<file path="src/rtl/irq_status_pkg.sv">
package irq_status_pkg;

    localparam int DATA_W   = 32;
    localparam int NUM_SRC  = 4;
    localparam int FLAG_LSB = 11;
    localparam int ERR_BIT  = 15;
    localparam int IEN_BIT  = 6;
    localparam int STOP_BIT = 2;

    localparam int IDX_STATUS  = 0;
    localparam int IDX_MASK    = 3;
    localparam int IDX_MISSCNT = 112;

    // flag vector order: index = bit position - FLAG_LSB
    typedef enum int {
        SRC_MEMERR = 0,
        SRC_MISSED = 1,
        SRC_COLL   = 2,
        SRC_BABBLE = 3
    } src_e;

    // collision error feeds the summary but never the interrupt
    localparam logic [NUM_SRC-1:0] IRQ_CAPABLE = 4'b1011;

    typedef struct packed {
        logic status;
        logic mask;
        logic misscnt;
    } reg_sel_t;

    function automatic logic [DATA_W-1:0] pack_status(
        input logic [NUM_SRC-1:0] flags,
        input logic               ien
    );
        logic [DATA_W-1:0] w;
        w = '0;
        w[ERR_BIT]                  = |flags;
        w[FLAG_LSB +: NUM_SRC]      = flags;
        w[IEN_BIT]                  = ien;
        return w;
    endfunction

    function automatic logic [DATA_W-1:0] pack_mask(input logic [NUM_SRC-1:0] m);
        logic [DATA_W-1:0] w;
        w = '0;
        w[FLAG_LSB +: NUM_SRC] = m;
        return w;
    endfunction

endpackage

</file>
<file path="src/rtl/isr_ptr_reg.sv">
module isr_ptr_reg #(
    parameter int W = 7
) (
    input  logic         clk,
    input  logic         clr,
    input  logic         wr_en,
    input  logic [W-1:0] wdata,
    output logic [W-1:0] q
);
    always_ff @(posedge clk) begin
        if (clr)        q <= '0;
        else if (wr_en) q <= wdata;
    end
endmodule

</file>
<file path="src/rtl/isr_flag_bank.sv">
module isr_flag_bank #(
    parameter int N = 4
) (
    input  logic         clk,
    input  logic         clr,
    input  logic         stop,
    input  logic         w1c_en,
    input  logic [N-1:0] w1c_bits,
    input  logic [N-1:0] set,
    output logic [N-1:0] flags
);
    for (genvar i = 0; i < N; i++) begin : g_flag
        always_ff @(posedge clk) begin
            if (clr || stop)                   flags[i] <= 1'b0;
            else if (set[i])                   flags[i] <= 1'b1;
            else if (w1c_en && w1c_bits[i])    flags[i] <= 1'b0;
        end
    end
endmodule

</file>
<file path="src/rtl/isr_event_counter.sv">
module isr_event_counter #(
    parameter int W = 16
) (
    input  logic         clk,
    input  logic         clr,
    input  logic         inc,
    output logic [W-1:0] count
);
    always_ff @(posedge clk) begin
        if (clr)      count <= '0;
        else if (inc) count <= count + W'(1);
    end
endmodule

</file>
<file path="src/rtl/irq_status_regfile.sv">
module irq_status_regfile
    import irq_status_pkg::*;
#(
    parameter int PTR_W = 7,
    parameter int CNT_W = 16
) (
    input  logic              clk,
    input  logic              rst,
    input  logic              sw_rst,
    input  logic              ptr_wr_en,
    input  logic [PTR_W-1:0]  ptr_wdata,
    output logic [PTR_W-1:0]  ptr_rdata,
    input  logic              data_wr_en,
    input  logic [DATA_W-1:0] data_wdata,
    output logic [DATA_W-1:0] data_rdata,
    input  logic              ev_babble,
    input  logic              ev_coll_err,
    input  logic              ev_missed,
    input  logic              ev_mem_err,
    output logic              irq
);
    localparam logic [PTR_W-1:0] SEL_STATUS  = PTR_W'(IDX_STATUS);
    localparam logic [PTR_W-1:0] SEL_MASK    = PTR_W'(IDX_MASK);
    localparam logic [PTR_W-1:0] SEL_MISSCNT = PTR_W'(IDX_MISSCNT);

    logic               clr_all;
    logic [PTR_W-1:0]   ptr_q;
    reg_sel_t           sel;
    logic               wr_status;
    logic               stop_cmd;
    logic [NUM_SRC-1:0] ev_vec;
    logic [NUM_SRC-1:0] flags_q;
    logic [NUM_SRC-1:0] mask_q;
    logic               ien_q;
    logic [CNT_W-1:0]   cnt_q;

    assign clr_all = rst | sw_rst;

    isr_ptr_reg #(.W(PTR_W)) u_ptr (
        .clk   (clk),
        .clr   (clr_all),
        .wr_en (ptr_wr_en),
        .wdata (ptr_wdata),
        .q     (ptr_q)
    );

    assign ptr_rdata   = ptr_q;
    assign sel.status  = (ptr_q == SEL_STATUS);
    assign sel.mask    = (ptr_q == SEL_MASK);
    assign sel.misscnt = (ptr_q == SEL_MISSCNT);

    assign wr_status = data_wr_en & sel.status;
    assign stop_cmd  = wr_status & data_wdata[STOP_BIT];

    always_comb begin
        ev_vec             = '0;
        ev_vec[SRC_BABBLE] = ev_babble;
        ev_vec[SRC_COLL]   = ev_coll_err;
        ev_vec[SRC_MISSED] = ev_missed;
        ev_vec[SRC_MEMERR] = ev_mem_err;
    end

    isr_flag_bank #(.N(NUM_SRC)) u_flags (
        .clk      (clk),
        .clr      (clr_all),
        .stop     (stop_cmd),
        .w1c_en   (wr_status),
        .w1c_bits (data_wdata[FLAG_LSB +: NUM_SRC]),
        .set      (ev_vec),
        .flags    (flags_q)
    );

    always_ff @(posedge clk) begin
        if (clr_all) begin
            ien_q  <= 1'b0;
            mask_q <= '0;
        end else begin
            if (wr_status)
                ien_q <= data_wdata[IEN_BIT];
            if (data_wr_en && sel.mask)
                mask_q <= data_wdata[FLAG_LSB +: NUM_SRC] & IRQ_CAPABLE;
        end
    end

    isr_event_counter #(.W(CNT_W)) u_miss_cnt (
        .clk   (clk),
        .clr   (clr_all),
        .inc   (ev_missed),
        .count (cnt_q)
    );

    always_comb begin
        data_rdata = '0;
        if (sel.status)       data_rdata = pack_status(flags_q, ien_q);
        else if (sel.mask)    data_rdata = pack_mask(mask_q);
        else if (sel.misscnt) data_rdata = DATA_W'(cnt_q);
    end

    assign irq = ien_q & (|(flags_q & IRQ_CAPABLE & ~mask_q));

endmodule

</file>
<file path="config.mk">
export PLATFORM = sky130hd
export DESIGN_NAME = irq_status_regfile
export DESIGN_NICKNAME = d
export VERILOG_FILES = /design/src/rtl/irq_status_pkg.sv /design/src/rtl/isr_ptr_reg.sv /design/src/rtl/isr_flag_bank.sv /design/src/rtl/isr_event_counter.sv /design/src/rtl/irq_status_regfile.sv
export SDC_FILE = /design/constraint.sdc
export NUM_CORES = 1
export LEC_CHECK = 0
export BUFFER_PORTS_ARGS = -buffer_cell sky130_fd_sc_hd__buf_2
export CAP_MARGIN = 0
export CORE_MARGIN = 3
export CORE_UTILIZATION = 48
export CTS_CLUSTER_SIZE = 10
export DETAILED_ROUTE_END_ITERATION = 8
export PLACE_DENSITY = 0.85
export SKIP_LAST_GASP = 1
export SLEW_MARGIN = 40
export SYNTH_ARGS = -nofsm -noshare
export SYNTH_HDL_FRONTEND = slang
export SYNTH_SLANG_ARGS = --single-unit
</file>
<file path="constraint.sdc">
create_clock -name clk -period 4.8 [get_ports clk]
set_clock_uncertainty 0.2 [all_clocks]
set_input_delay 0.72 -clock clk [delete_from_list [all_inputs] [get_ports clk]]
set_output_delay 0.72 -clock clk [all_outputs]
set_load 0.005 [all_outputs]
</file>
==> results_dict.tcl <==
set metrics [dict create \
    status "finished, final reports clean" \
    arrival_ps 2060 \
    period_needed_ps 2980 \
    grt_pass1_wl_um 5840 \
    grt_overflow 0 \
    routed_wl_um 3590 \
    setup_viol 0 \
    ios 88 \
    hp-start "mask_q[3]$_SDFFE_PP0P_" \
    clock_latency_ps 340 \
    cts-root-buf "clkbuf_4" \
    worst_pin_slew_ps 559 \
    ir_drop_v 0.000188 \
    powerDensity_mw_per_mm2 257 \
    synth_cell_types 38 \
    num_rows 20 \
    drt-vias-per-instance 5.14 \
    vias 1429 \
    cts_resized 0 \
    syn_avg_cell_area_um2 8.60 \
    slowest_stage "and4_1" \
    track_usage 0.181 \
    die_w_um 64.7 \
    slew_violations 0 \
    async_flop_share 0 \
    synth_top_area_cell "dfxtp_1" \
    cp_num_buf_inv 2 \
    p_int_mw 0.368 \
    crit_family "simple AND/OR/NAND/NOR gates" \
    ant_nets 0 \
    cp-end-kind "primary output" \
    crit_required_ps 3880 \
    holdBufCountCts 0 \
    post-route-drc-count 0 \
    first_iter_violations 75 \
    synth_most_common_cell "dfxtp_1" \
    path_depth 5 \
    maxCapViolations 0 \
    hold_violations 0 \
    coreArea_mm2 0.00318 \
    syn_area_mm2 0.00165 \
    timing.final.crit_share 0.620 \
    antenna_found_initial 0 \
    area_growth_pct 14.5 \
    fin_util 0.595 \
    diodes 0 \
    clock-sinks 31 \
    synthDominantCellAreaShare 0.376 \
    hpwl_um 2650 \
    nNetsFinal 282 \
    routedWlPerCell_um 12.9 \
    max-slew-margin-rel 0.627 \
    chipHeight_um 64.7 \
    initial_core_util 0.520 \
    worstSetupStartpointType "register" \
    max_stage_delay_ps 570 \
    cts_made_buffers 5 \
    synthTopCellsByArea "dfxtp_1, buf_4, mux2i_1" \
    yosys_warnings 0 \
    p_leak_nw 0.850 \
    reg2regPathDepth 5 \
    synth_common_cells "dfxtp_1, nor2_1, buf_4, and2_1, inv_1" \
    grt_setup_unrepaired "false" \
    grt_pass1_vias 1308 \
    place.gp.congestion 0.814 \
    holdWs_ps 284 \
    synth_cells 192 \
    max_freq_ghz 0.336 \
    clkTransAtPathRegs_ps 100 \
    clockPowerShare 0.359 \
    hold_class "reg2reg" \
    p_sw_frac 0.242 \
    min_path_cells 2 \
    cp_max_fo 16 \
    crit_chain "nor4_1, and4_1, a222oi_1, inv_1, buf_2" \
    reg2reg_from "u_miss_cnt.count[0]$_SDFFE_PP0P_" \
    ys_seq_elements 31 \
    worstSetupPathType "reg2out" \
    cts_buffer_depth 2 \
    tns_ps 0 \
    startpoint "u_ptr.q[0]$_SDFFE_PP0P_" \
    grt_max_degree 31 \
    dr.pass1.iters 4 \
    post-cts-setup-buffers 0 \
    p_sw_mw 0.118 \
    drive_above_1_share 0.256 \
    port-buffer-count 45 \
    synth_edf_count 0 \
    die_area_mm2 0.00418 \
    power_frac_seq 0.547 \
    cts_htree_levels 2 \
    tritoncts "yes" \
    synth-main-ff-cell "dfxtp_1" \
    seq_area_frac_synth 0.376 \
    power_frac_comb 0.094 \
]
==> final cells by class <==
class                      instances  area, µm²
multi-input combinational        139        881
clock buffer                       8       68.8
timing repair buffer              45        225
sequential                        31        621
inverter                          11       41.3
tap                               44       55.1
fill                             314       1290
==> sequential cells by signal (all words and copies together), names as in the netlist <==
signal and cells:
u_miss_cnt.count 16, u_ptr.q 7, u_flags.flags 4, mask_q 3, ien_q 1
==> layer usage <==
metal,global-route usage,vias up,wire length (µm),share of wire
li1,-,709,-,-
met1,0.210,643,1560,0.43
met2,0.286,65,1620,0.45
met3,0.0728,12,307,0.086
met4,0.0950,0,95,0.026
met5,0,-,0,0
==> per-stage QoR <==
step | area (µm²) | setup WS (ps) | instances | power (mW)
CTS | 1890 | 1830 | 278 | 0.490
finish | 1890 | 1820 | 278 | 0.486
floorplan | 1710 | 2620 | 207 | 0.310
global route | 1890 | 1630 | 278 | 0.508
detailed placement | 1820 | 2200 | 270 | 0.317
global placement | 1820 | 2220 | 270 | 0.316
==> power by group through the flow <==
stage	logic, mW	registers (mW)	clock network [mW]
3_3_place_gp	0.0447	0.272	0
2_1_floorplan	0.0386	0.271	0
5_1_grt	0.0517	0.267	0.190
3_5_place_dp	0.0456	0.272	0
4_1_cts	0.0457	0.266	0.178
6_report	0.0457	0.266	0.174
==> cell usage in the layout (no fill, tap or decap), drive strengths merged <==
cell type / n
and3: 3
a21oi: 7
and2: 12
a222oi: 4
clkbuf: 8
nand2: 10
and4: 2
nor2: 24
o21a: 4
or2: 1
o41ai: 1
xnor2: 7
o21ai: 2
xor2: 3
conb: 16
inv: 11
dfxtp: 31
ha: 1
mux2i: 9
nor3: 3
mux2: 1
nand3: 6
nor2b: 1
a22o: 2
a21boi: 4
a311o: 1
nand4: 8
nor4: 4
buf: 45
or3: 2
a31o: 1
==> worst min-delay path: stages (launching register included) <==
cell and delay, ps:
dfxtp_1 340, nand2_1 60, a21oi_1 50
==> path summary, 6_finish.rpt <==
check                                      endpoint  slack (ps)
setup / recovery                     data_rdata[11]        1820
hold / removal               mask_q[3]$_SDFFE_PP0P_         280
setup reg to reg  u_miss_cnt.count[12]$_SDFFE_PP0P_        3000
hold reg to reg              mask_q[3]$_SDFFE_PP0P_         280
==> cell families (layout without fill, tap and decap cells) <==
logic type | Yosys count | in the layout | synth area share
and+or+nand+nor | 76 | 76 | 0.260
buffers and inverters | 37 | 64 | 0.125
DFF | 31 | 31 | 0.376
AOI/OAI and AO/OA | 26 | 26 | 0.115
xor gates and xnor gates | 10 | 10 | 0.0530
muxes | 10 | 10 | 0.0614
adders and majority gates | 1 | 1 | 0.00757
other | 1 | 16 | 0.00227
Power figures use the tool's default switching activity.
